**src/rtl/uart_rxq_pkg.sv**
```systemverilog
// Shared widths and the entry layout of the receive queue.
package uart_rxq_pkg;
    localparam int CHAR_W  = 8;
    localparam int TAG_W   = 4;
    localparam int ENTRY_W = CHAR_W + TAG_W;
    localparam int LVL_W   = 6;
    localparam logic [LVL_W-1:0] LVL_RESET = 6'h12;

    // Bit 11 ovr, 10 brk, 9 par, 8 frm, 7:0 character.
    typedef struct packed {
        logic              ovr;
        logic              brk;
        logic              par;
        logic              frm;
        logic [CHAR_W-1:0] chr;
    } rx_entry_t;
endpackage

```
**src/rtl/uart_rxq_ingress.sv**
```systemverilog
// Picks the active source (external or loopback) and builds the entry to
// store. Assumes break and character strobes are single-cycle events.
module uart_rxq_ingress
    import uart_rxq_pkg::*;
(
    input  logic              loop_on,
    input  logic              ext_valid,
    input  logic [CHAR_W-1:0] ext_chr,
    input  logic              ext_frm,
    input  logic              ext_par,
    input  logic              ext_brk,
    input  logic              lb_valid,
    input  logic [CHAR_W-1:0] lb_chr,
    input  logic              lb_brk,
    output logic              push_req,
    output rx_entry_t         push_ent
);
    logic sel_valid;
    logic sel_brk;

    // Gate the external path during loopback, and the loopback path otherwise.
    always_comb begin
        sel_valid = loop_on ? lb_valid : ext_valid;
        sel_brk   = loop_on ? lb_brk   : ext_brk;
    end

    // Form the entry; a break overrides a character in the same cycle.
    always_comb begin
        push_req     = sel_valid | sel_brk;
        push_ent     = '0;
        if (sel_brk) begin
            push_ent.brk = 1'b1;
        end else begin
            push_ent.chr = loop_on ? lb_chr : ext_chr;
            push_ent.frm = loop_on ? 1'b0 : ext_frm;
            push_ent.par = loop_on ? 1'b0 : ext_par;
        end
    end
endmodule

```
**src/rtl/uart_rxq_ctrl.sv**
```systemverilog
// Read position, occupancy count, flags, mode-change flush and overrun
// handling. DEPTH must be a power of two; holding mode uses a depth of 1.
module uart_rxq_ctrl #(
    parameter int DEPTH = 16,
    localparam int PTR_W = (DEPTH > 1) ? $clog2(DEPTH) : 1,
    localparam int CNT_W = $clog2(DEPTH + 1)
) (
    input  logic             clk,
    input  logic             rst_n,
    input  logic             fifo_on,
    input  logic             push_req,
    input  logic             pop,
    output logic             push_acc,
    output logic             pop_seen,
    output logic [PTR_W-1:0] wr_slot,
    output logic [PTR_W-1:0] rd_pos,
    output logic             ovr_tag,
    output logic [CNT_W-1:0] cnt_nxt,
    output logic             full,
    output logic             empty,
    output logic             overrun
);
    logic             mode_q;
    logic             mode_chg;
    logic [CNT_W-1:0] cnt;
    logic [PTR_W-1:0] mask;
    logic             at_depth;
    logic             pop_eff;
    logic             drop;
    logic             ovr_pend;

    // Decode the effective depth and the accept/drop conditions for this cycle.
    always_comb begin
        mode_chg = fifo_on ^ mode_q;
        mask     = mode_q ? PTR_W'(DEPTH - 1) : '0;
        at_depth = mode_q ? (cnt == CNT_W'(DEPTH)) : (cnt == CNT_W'(1));
        push_acc = push_req & ~at_depth & ~mode_chg;
        drop     = push_req &  at_depth & ~mode_chg;
        pop_seen = pop & ~mode_chg;
        pop_eff  = pop_seen & (cnt != '0);
        wr_slot  = (rd_pos + cnt[PTR_W-1:0]) & mask;
        cnt_nxt  = cnt + CNT_W'(push_acc) - CNT_W'(pop_eff);
        ovr_tag  = ovr_pend;
    end

    // Hold the count, pointer, flags and pending overrun; flush on a mode change.
    always_ff @(posedge clk) begin
        if (!rst_n) begin
            mode_q   <= fifo_on;
            cnt      <= '0;
            rd_pos   <= '0;
            full     <= 1'b0;
            empty    <= 1'b1;
            ovr_pend <= 1'b0;
            overrun  <= 1'b0;
        end else begin
            mode_q  <= fifo_on;
            overrun <= drop;
            if (mode_chg) begin
                cnt      <= '0;
                rd_pos   <= '0;
                full     <= 1'b0;
                empty    <= 1'b1;
                ovr_pend <= 1'b0;
            end else begin
                cnt   <= cnt_nxt;
                empty <= (cnt_nxt == '0);
                full  <= mode_q ? (cnt_nxt == CNT_W'(DEPTH)) : (cnt_nxt == CNT_W'(1));
                if (pop_eff) begin
                    rd_pos <= (rd_pos + PTR_W'(1)) & mask;
                end
                if (push_acc) begin
                    ovr_pend <= 1'b0;
                end else if (drop) begin
                    ovr_pend <= 1'b1;
                end
            end
        end
    end
endmodule

```
**src/rtl/uart_rxq_store.sv**
```systemverilog
// Entry storage with one write port and one read port, plus the receive-status
// register that latches the tags of each popped entry.
module uart_rxq_store
    import uart_rxq_pkg::*;
#(
    parameter int DEPTH = 16,
    localparam int PTR_W = (DEPTH > 1) ? $clog2(DEPTH) : 1
) (
    input  logic             clk,
    input  logic             rst_n,
    input  logic             wr_en,
    input  logic [PTR_W-1:0] wr_slot,
    input  rx_entry_t        wr_ent,
    input  logic             ovr_tag,
    input  logic [PTR_W-1:0] rd_pos,
    input  logic             cap,
    output rx_entry_t        rd_ent,
    output logic [TAG_W-1:0] rd_err
);
    rx_entry_t mem [DEPTH];
    rx_entry_t wr_tagged;

    // Add the pending overrun tag to the entry being written.
    always_comb begin
        wr_tagged     = wr_ent;
        wr_tagged.ovr = wr_ent.ovr | ovr_tag;
        rd_ent        = mem[rd_pos];
    end

    // Write the accepted entry into its slot.
    always_ff @(posedge clk) begin
        if (!rst_n) begin
            for (int i = 0; i < DEPTH; i++) begin
                mem[i] <= '0;
            end
        end else if (wr_en) begin
            mem[wr_slot] <= wr_tagged;
        end
    end

    // Latch the tags of the head entry on every pop.
    always_ff @(posedge clk) begin
        if (!rst_n) begin
            rd_err <= '0;
        end else if (cap) begin
            rd_err <= {rd_ent.ovr, rd_ent.brk, rd_ent.par, rd_ent.frm};
        end
    end
endmodule

```
**src/rtl/uart_rxq_trig.sv**
```systemverilog
// Level register and receive-level interrupt. The level register is kept for
// software but the comparison uses the fixed TRIG_LEVEL.
module uart_rxq_trig
    import uart_rxq_pkg::*;
#(
    parameter int TRIG_LEVEL = 1,
    parameter int CNT_W      = 5
) (
    input  logic             clk,
    input  logic             rst_n,
    input  logic             push_acc,
    input  logic             pop_seen,
    input  logic [CNT_W-1:0] cnt_nxt,
    input  logic             lvl_wr,
    input  logic [LVL_W-1:0] lvl_wdata,
    output logic [LVL_W-1:0] lvl_q,
    output logic             irq
);
    localparam logic [CNT_W-1:0] TRIG_C  = CNT_W'(TRIG_LEVEL);
    localparam logic [CNT_W-1:0] TRIG_M1 = CNT_W'(TRIG_LEVEL - 1);

    // Store the programmed level.
    always_ff @(posedge clk) begin
        if (!rst_n) begin
            lvl_q <= LVL_RESET;
        end else if (lvl_wr) begin
            lvl_q <= lvl_wdata;
        end
    end

    // Raise on a push that reaches the trigger, drop on a pop that leaves one below it.
    always_ff @(posedge clk) begin
        if (!rst_n) begin
            irq <= 1'b0;
        end else if (push_acc && cnt_nxt == TRIG_C) begin
            irq <= 1'b1;
        end else if (pop_seen && cnt_nxt == TRIG_M1) begin
            irq <= 1'b0;
        end
    end
endmodule

```
**src/rtl/uart_rxq.sv**
```systemverilog
// Top level of the UART receive queue: ingress select, control, storage and
// trigger. Inputs are assumed to be synchronous to clk.
module uart_rxq
    import uart_rxq_pkg::*;
#(
    parameter int DEPTH      = 16,
    parameter int TRIG_LEVEL = 1,
    localparam int PTR_W = (DEPTH > 1) ? $clog2(DEPTH) : 1,
    localparam int CNT_W = $clog2(DEPTH + 1)
) (
    input  logic               clk,
    input  logic               rst_n,
    input  logic               fifo_on,
    input  logic               loop_on,
    input  logic               rx_strobe,
    input  logic [CHAR_W-1:0]  rx_char,
    input  logic               rx_frm_err,
    input  logic               rx_par_err,
    input  logic               rx_break,
    input  logic               lb_strobe,
    input  logic [CHAR_W-1:0]  lb_char,
    input  logic               lb_break,
    input  logic               rd_pop,
    output logic [ENTRY_W-1:0] rd_entry,
    output logic [TAG_W-1:0]   rd_err,
    input  logic               lvl_wr,
    input  logic [LVL_W-1:0]   lvl_wdata,
    output logic [LVL_W-1:0]   lvl_q,
    output logic               buf_full,
    output logic               buf_empty,
    output logic               rx_irq,
    output logic               overrun
);
    logic             push_req;
    rx_entry_t        push_ent;
    logic             push_acc;
    logic             pop_seen;
    logic [PTR_W-1:0] wr_slot;
    logic [PTR_W-1:0] rd_pos;
    logic             ovr_tag;
    logic [CNT_W-1:0] cnt_nxt;
    rx_entry_t        head;

    uart_rxq_ingress u_ingress (
        .loop_on   (loop_on),
        .ext_valid (rx_strobe),
        .ext_chr   (rx_char),
        .ext_frm   (rx_frm_err),
        .ext_par   (rx_par_err),
        .ext_brk   (rx_break),
        .lb_valid  (lb_strobe),
        .lb_chr    (lb_char),
        .lb_brk    (lb_break),
        .push_req  (push_req),
        .push_ent  (push_ent)
    );

    uart_rxq_ctrl #(.DEPTH(DEPTH)) u_ctrl (
        .clk      (clk),
        .rst_n    (rst_n),
        .fifo_on  (fifo_on),
        .push_req (push_req),
        .pop      (rd_pop),
        .push_acc (push_acc),
        .pop_seen (pop_seen),
        .wr_slot  (wr_slot),
        .rd_pos   (rd_pos),
        .ovr_tag  (ovr_tag),
        .cnt_nxt  (cnt_nxt),
        .full     (buf_full),
        .empty    (buf_empty),
        .overrun  (overrun)
    );

    uart_rxq_store #(.DEPTH(DEPTH)) u_store (
        .clk     (clk),
        .rst_n   (rst_n),
        .wr_en   (push_acc),
        .wr_slot (wr_slot),
        .wr_ent  (push_ent),
        .ovr_tag (ovr_tag),
        .rd_pos  (rd_pos),
        .cap     (pop_seen),
        .rd_ent  (head),
        .rd_err  (rd_err)
    );

    uart_rxq_trig #(.TRIG_LEVEL(TRIG_LEVEL), .CNT_W(CNT_W)) u_trig (
        .clk       (clk),
        .rst_n     (rst_n),
        .push_acc  (push_acc),
        .pop_seen  (pop_seen),
        .cnt_nxt   (cnt_nxt),
        .lvl_wr    (lvl_wr),
        .lvl_wdata (lvl_wdata),
        .lvl_q     (lvl_q),
        .irq       (rx_irq)
    );

    // Present the head entry on the read port.
    always_comb begin
        rd_entry = head;
    end
endmodule

```
**config.mk**
```make
export PLATFORM = sky130hd
export DESIGN_NAME = uart_rxq
export DESIGN_NICKNAME = d
export VERILOG_FILES = /design/src/rtl/uart_rxq_pkg.sv /design/src/rtl/uart_rxq_ingress.sv /design/src/rtl/uart_rxq_ctrl.sv /design/src/rtl/uart_rxq_store.sv /design/src/rtl/uart_rxq_trig.sv /design/src/rtl/uart_rxq.sv
export SDC_FILE = /design/constraint.sdc
export NUM_CORES = 1
export LEC_CHECK = 0
export BUFFER_PORTS_ARGS = -buffer_cell sky130_fd_sc_hd__buf_2
export CORE_AREA = 2 2 148 179
export DETAILED_ROUTE_END_ITERATION = 7
export DIE_AREA = 0 0 150 181
export PLACE_DENSITY = 0.68
export RECOVER_POWER = 50
export SYNTH_ARGS = -nofsm -noshare
export SYNTH_HDL_FRONTEND = slang
export SYNTH_SLANG_ARGS = --single-unit
```
**constraint.sdc**
```tcl
create_clock -name clk -period 3.7 [get_ports clk]
set_input_delay 0.74 -clock clk [delete_from_list [all_inputs] [get_ports clk]]
set_output_delay 0.74 -clock clk [all_outputs]
set_load 0.01 [all_outputs]
```
After elaboration in Yosys (flattened, before gate mapping). Memory sizes are Yosys's and may differ from the RTL's. A register that Yosys moved wholly into a read port is not among the register bits. Index checks and enable logic that the tools add are counted. Widths: inputs -> output; s select.

RAM bits: 192. Memories: 1. Output and inout port bits: 26. Bits in registers: 25.

Memory list: u_store.mem (words 16, bits a word 12, read ports 1, clocked after Yosys merged registers in 1, wr ports 16, line uart_rxq_store.sv:20) `rx_entry_t mem [DEPTH];`.

Reductions and logical operators: 8. Bitwise operators: 13. Add/subtract/negate cells: 4. Multiplexer cells: 21. Equal/unequal tests: 4.

Operators with widths (count): $mux 4 (4); $mux 1 (14); $mux 12 (1); $reduce_or 12->1 (1); $eq 5x1->1 const B (2); $eq 5x5->1 const B (2); $mux 10 (1); $and 4x4->4 (2); $mux 8 (1); $and 1x1->1 (6); $add 5x1->5 (1); $logic_not 5->1 (1); $reduce_bool 5->1 (1); $sub 5x1->5 (1); $add 4x1->4 const B (1); $add 4x4->4 (1); $not 1->1 (3); $reduce_or 3->1 (1); $logic_and 1x1->1 (2); $reduce_bool 2->1 (1); $reduce_or 2->1 (1); $or 1x1->1 (1); $xor 1x1->1 (1).

Longest topological paths before layout.
Depth after elaboration: 11. Depth in mapped cells: 16. Mapped depth without buffers: 15.

Cells and area by module. Synthesis repeated with hierarchy kept, for this count alone.

Cell total of the unflattened synthesis: 732. Area, all modules: 10428.8 µm².

By module, submodules not included: uart_rxq_store (area an instance 9063.7 µm², seq. area each 5845.6 µm², times used 1, cells each 581); uart_rxq_ctrl (area an instance 919.6 µm², seq. area each 280.3 µm², times used 1, cells each 106); uart_rxq_trig (area an instance 281.5 µm², seq. area each 140.1 µm², times used 1, cells each 25); uart_rxq_ingress (area an instance 163.9 µm², seq. area each 0.0 µm², times used 1, cells each 20).

Worst setup path before layout. No wires, ideal clock.

Path type: input-to-reg. Start: input port fifo_on. End: register u_trig.irq. Library setup time: 0.117 ns. Stages on the path: 15. Buffers on the path: 1. Arrival time: 3.106 ns. Path slack: 0.477 ns. Data required time: 3.583 ns. Cells stage by stage: xnor2_2 and2_1 buf_2 nand2_1 inv_1 ha_1 inv_1 ha_1 inv_1 fa_1 nand2b_1 a21oi_1 xnor2_1 a41oi_1 a2bb2oi_1.

Word-level cells in the longest chain between the ends: 8. Elaborated cells between the ends (all ways): 13. Classes of those cells: 2 x add/sub; 1 x eq/ne; 1 x mux; 5 x bitwise; 4 x reduce/logical.

Ends and longest elaborated chain: start: declaration (line uart_rxq.sv:13) `input logic fifo_on,`; $xor 1x1->1 (*) (line uart_rxq_ctrl.sv:34) `mode_chg = fifo_on ^ mode_q;`; $not 1->1 (*) (line uart_rxq_ctrl.sv:37, uart_rxq_ctrl.sv:39); $and 1x1->1, on equally long branches (line uart_rxq_ctrl.sv:37, uart_rxq_ctrl.sv:39); $add 5x1->5 / $and 1x1->1 (equally long branches) (line uart_rxq_ctrl.sv:42, uart_rxq_ctrl.sv:40); $sub 5x1->5 (line uart_rxq_ctrl.sv:42) `cnt_nxt = cnt + CNT_W'(push_acc) - CNT_W'(pop_eff);`; $eq 5x1->1 / $logic_not 5->1 (equally long branches) (line uart_rxq_trig.sv:35, uart_rxq_trig.sv:37); $logic_and 1x1->1, on equally long branches (line uart_rxq_trig.sv:35, uart_rxq_trig.sv:37); $mux 1 / $reduce_bool 2->1 (equally long branches); end signal: assignment (line uart_rxq_trig.sv:34) `irq <= 1'b0;`; end signal: assignment (line uart_rxq_trig.sv:36) `irq <= 1'b1;`; end signal: assignment (line uart_rxq_trig.sv:38) `irq <= 1'b0;`; end: declaration (line uart_rxq_trig.sv:17) `output logic irq`.

Every way passes the cells marked *; elsewhere a longest branch is shown, timed or not. A chain may end at the register's enable or synchronous reset.

==> results by group <==
Setup path
  • Worst r2r dst: u_trig.irq
  • Req. time, crit path: 3920 ps
  • CP Launch Point: loop_on
  • Critical Path Fanout Max: 12
  • FF-to-FF path depth: 15
  • CP arrival: ~3700 ps
  • Critical Path Sink Type: flip-flop
  • Reg-to-Reg Start: u_ctrl.cnt[2]
  • Critical path type: input pin to flip-flop
  • Reg2reg setup slack: roughly 270 ps
  • Crit start category: input pin

Synth
  • Async SR Flop Fraction: 0
  • Seq/Total Area, Yosys: 0.6293
  • Biggest area consumer among synthesized cells: edfxtp_1
  • Synth top area share: 0.5717
  • Register bit total from synthesis: 221
  • Yosys cell types: 44
  • Prevailing post-synth register cell: edfxtp_1
  • Area contributors post-synth: edfxtp_1, mux4_2, nor2_1
  • Synth Cell Area: approximately 10000 sq um
  • Post-synth EDFFs: around 190
  • Synth warnings: 0
  • Synth Instances: 753
  • Synthesized area per cell: 13.39 sq um
  • Net Count, Synth: 799

Timing
  • Setup_tns: 0 ps
  • Max_slew headroom: 0.2566
  • Final Hold Viols: 0
  • Unrepaired setup endpoints after global routing: false
  • Worst Max-Slew Pin Slew: roughly 1100 ps
  • Crit path time final: 3439 ps
  • Final clock skew: ~10 ps
  • Slew Limit Fails: 0
  • FMAX: 290.8 MHz
  • Final setup vio count: 0
  • Worst Slack Setup Final: ~260 ps
  • Period Utilization, post-route: 0.9295

Drt
  • Post-Route WL: about 25 mm
  • # DRC: 0
  • Via-per-instance ratio: 5.386
  • Antenna viol nets, final: 0
  • Pre-antenna DRT Iters: 4
  • Vias: 6382
  • Wire per inst: approximately 21 um
  • 1st-iter DRT viols: roughly 670

Clock network
  • Clock root cell: clkbuf_16
  • CTS sink count: approximately 220
  • Hold Buf Count CTS: 0
  • Clk_lat worst skew: ~500 ps
  • CTS Buffer Depth: 3
  • TritonCTS clock tree: yes
  • H-tree Lvls: 1
  • CTS clock-pin slew for the worst setup and hold paths: 60 ps
  • CTS Buf Count: 23
  • Setup bufs post-CTS: 0
  • # resized after CTS: 0

Die
  • Num rows: 64
  • Die height: between 150 and 200 um
  • Initial Utilization: 0.3985
  • Core area: roughly 25000 sq um
  • I/O pin total: 60
  • Die extent in x: 150 um
  • Die footprint: roughly 27000 sq um

Cells and area
  • Final instance area: approximately 12000 sq um
  • ANT cells: 0
  • Multi-input gate area: about 3400 sq um
  • Total Nets Final: ~900
  • Most frequent cells in the layout: nor2_1, edfxtp_1, nand2_1, mux4_2, buf_2
  • Register area: around 6300 sq um
  • Layout overhead on the synthesized area: 14.58%
  • Most common cell after layout, fill and taps aside: nor2_1
  • Cell Count, Final, Fillers Out: approximately 1200
  • Share of cells above drive strength 1: 0.2129
  • Fillers: approximately 2400

Global route
  • Initial antenna violation count: 0
  • Pin count of the biggest net entering global routing: a little under 50
  • Grt total ovfl: 0
  • All-layer global routing usage: 0.1898
  • First-pass GRT wire length: ~39 mm
  • Vias in the first global route: between 6000 and 7000

Flow run
  • Maxcap violations: 0

Placement
  • Post-place setup slack: roughly 260 ps
  • PortBufs: just under 60
  • Gp weighted congestion: roughly 0.85
  • Post-DP HPWL: 17.03 mm
  • Placement Cell Area: between 10000 and 15000 sq um
  • Placed Cells: about 1100

Power and ir drop
  • VDD IR-drop max: approximately 360 uV
  • Pwr per Cell Area: 497.8 nW/um^2
  • Total power: ~5.8 mW
  • Psw: about 1.4 mW
  • Reg power frac: 0.497
  • Int Power: roughly 4.4 mW
  • Combinational fraction of design power: 0.108
  • Clock Power Share: 0.395
  • Net Sw Frac: 0.2356
  • Leak: 4.077 nW

Worst hold path
  • Worst Hold Launch: lvl_wdata[1]
  • Worst hold path class: input pin to flip-flop
  • Hold endpoint: u_trig.lvl_q[1]
  • WHS Path Cells: 3

Run status
  • Status: finished, final reports clean
==> worst max-delay path by stage <==
stage	slack, ps	cells after the start	end
2_1_floorplan	480	15	u_trig.irq
3_3_place_gp	370	15	u_trig.irq
3_5_place_dp	260	15	u_trig.irq
4_1_cts	250	15	u_trig.irq
5_1_grt	8	15	u_trig.irq
6_report	260	9	u_store.mem[0][11]
==> cell type report <==
class | instances | share of cell area
Clock buffer | 27 | 0.05111
Clock inverter | 14 | 0.01256
Inverter | 12 | 0.003898
Multi-Input combinational cell | 470 | 0.2904
Sequential cell | 221 | 0.5493
Tap cell | 330 | 0.03573
Timing Repair Buffer | 111 | 0.05696
==> state kept, by name, summed over array words and instances (netlist names), named ones only <==
| signal | count |
|---|---|
| u_ctrl.ovr_tag | 1 |
| u_ctrl.full | 1 |
| u_store.rd_err | 4 |
| u_ctrl.overrun | 1 |
| u_ctrl.mode_q | 1 |
| u_store.mem | 192 |
| u_ctrl.empty | 1 |
| u_trig.irq | 1 |
| u_ctrl.cnt | 5 |
| u_ctrl.rd_pos | 4 |
| u_trig.lvl_q | 6 |
==> cell usage after synthesis, types with 8 or more instances <==
| cell type | instances |
|---|---|
| nor2_1 | 205 |
| edfxtp_1 | 192 |
| mux4_2 | 56 |
| nand2_1 | 47 |
| clkbuf_1 | 35 |
| dfxtp_1 | 29 |
| o21ai_0 | 22 |
| nand3_1 | 20 |
| mux2i_1 | 16 |
| nand2_2 | 15 |
| nor3_1 | 14 |
| inv_1 | 12 |
| ha_1 | 10 |
| a21oi_1 | 9 |
| nor2b_1 | 8 |
==> per-layer routing <==
metal  GRT usage  wire [um]  vias up
li1            -          -     2909
met1      0.2455       9889     3171
met5           0          0        -
met3     0.03258       1864       45
met2      0.3304      12760      257
met4     0.04830        610        0
==> cell families (layout without fill, tap and decap cells) <==
kind of cell               Yosys count  after routing  synth area share
AOI/OAI and AO/OA                   42             42           0.02432
DFF                                221            221            0.6293
muxes                               73             73            0.1421
xor gates and xnor gates             8              8          0.007693
adders and majority gates           12             12           0.01638
buffers and inverters               62            164           0.02841
and+or+nand+nor                    335            335            0.1519
==> worst max-delay path: stages <==
cell	delay (ps)
clkbuf_1	120
clkbuf_1	840
or3b_2	500
nand4b_1	250
nor2_1	130
nand2_1	210
clkbuf_1	430
o21ai_0	210
clkbuf_1	230
==> power groups by stage <==
stage	logic, mW	registers (mW)	clock network, mW
after floorplan	0.413	2.90	0
after detailed placement	0.649	2.91	0
after global routing	0.681	2.87	2.40
final	0.624	2.86	2.27
after global placement	0.641	2.90	0
after CTS	0.653	2.86	2.30
==> metrics by stage <==
stage | hold WS, ps | util
global route | 458.7 | 0.4566
detailed placement | 449.3 | 0.4343
CTS | 408.6 | 0.4634
floorplan | 480.2 | -
finish | 453.4 | 0.4566
global placement | 442.8 | 0.4343
Note: power is estimated with default switching activity, not from simulation.
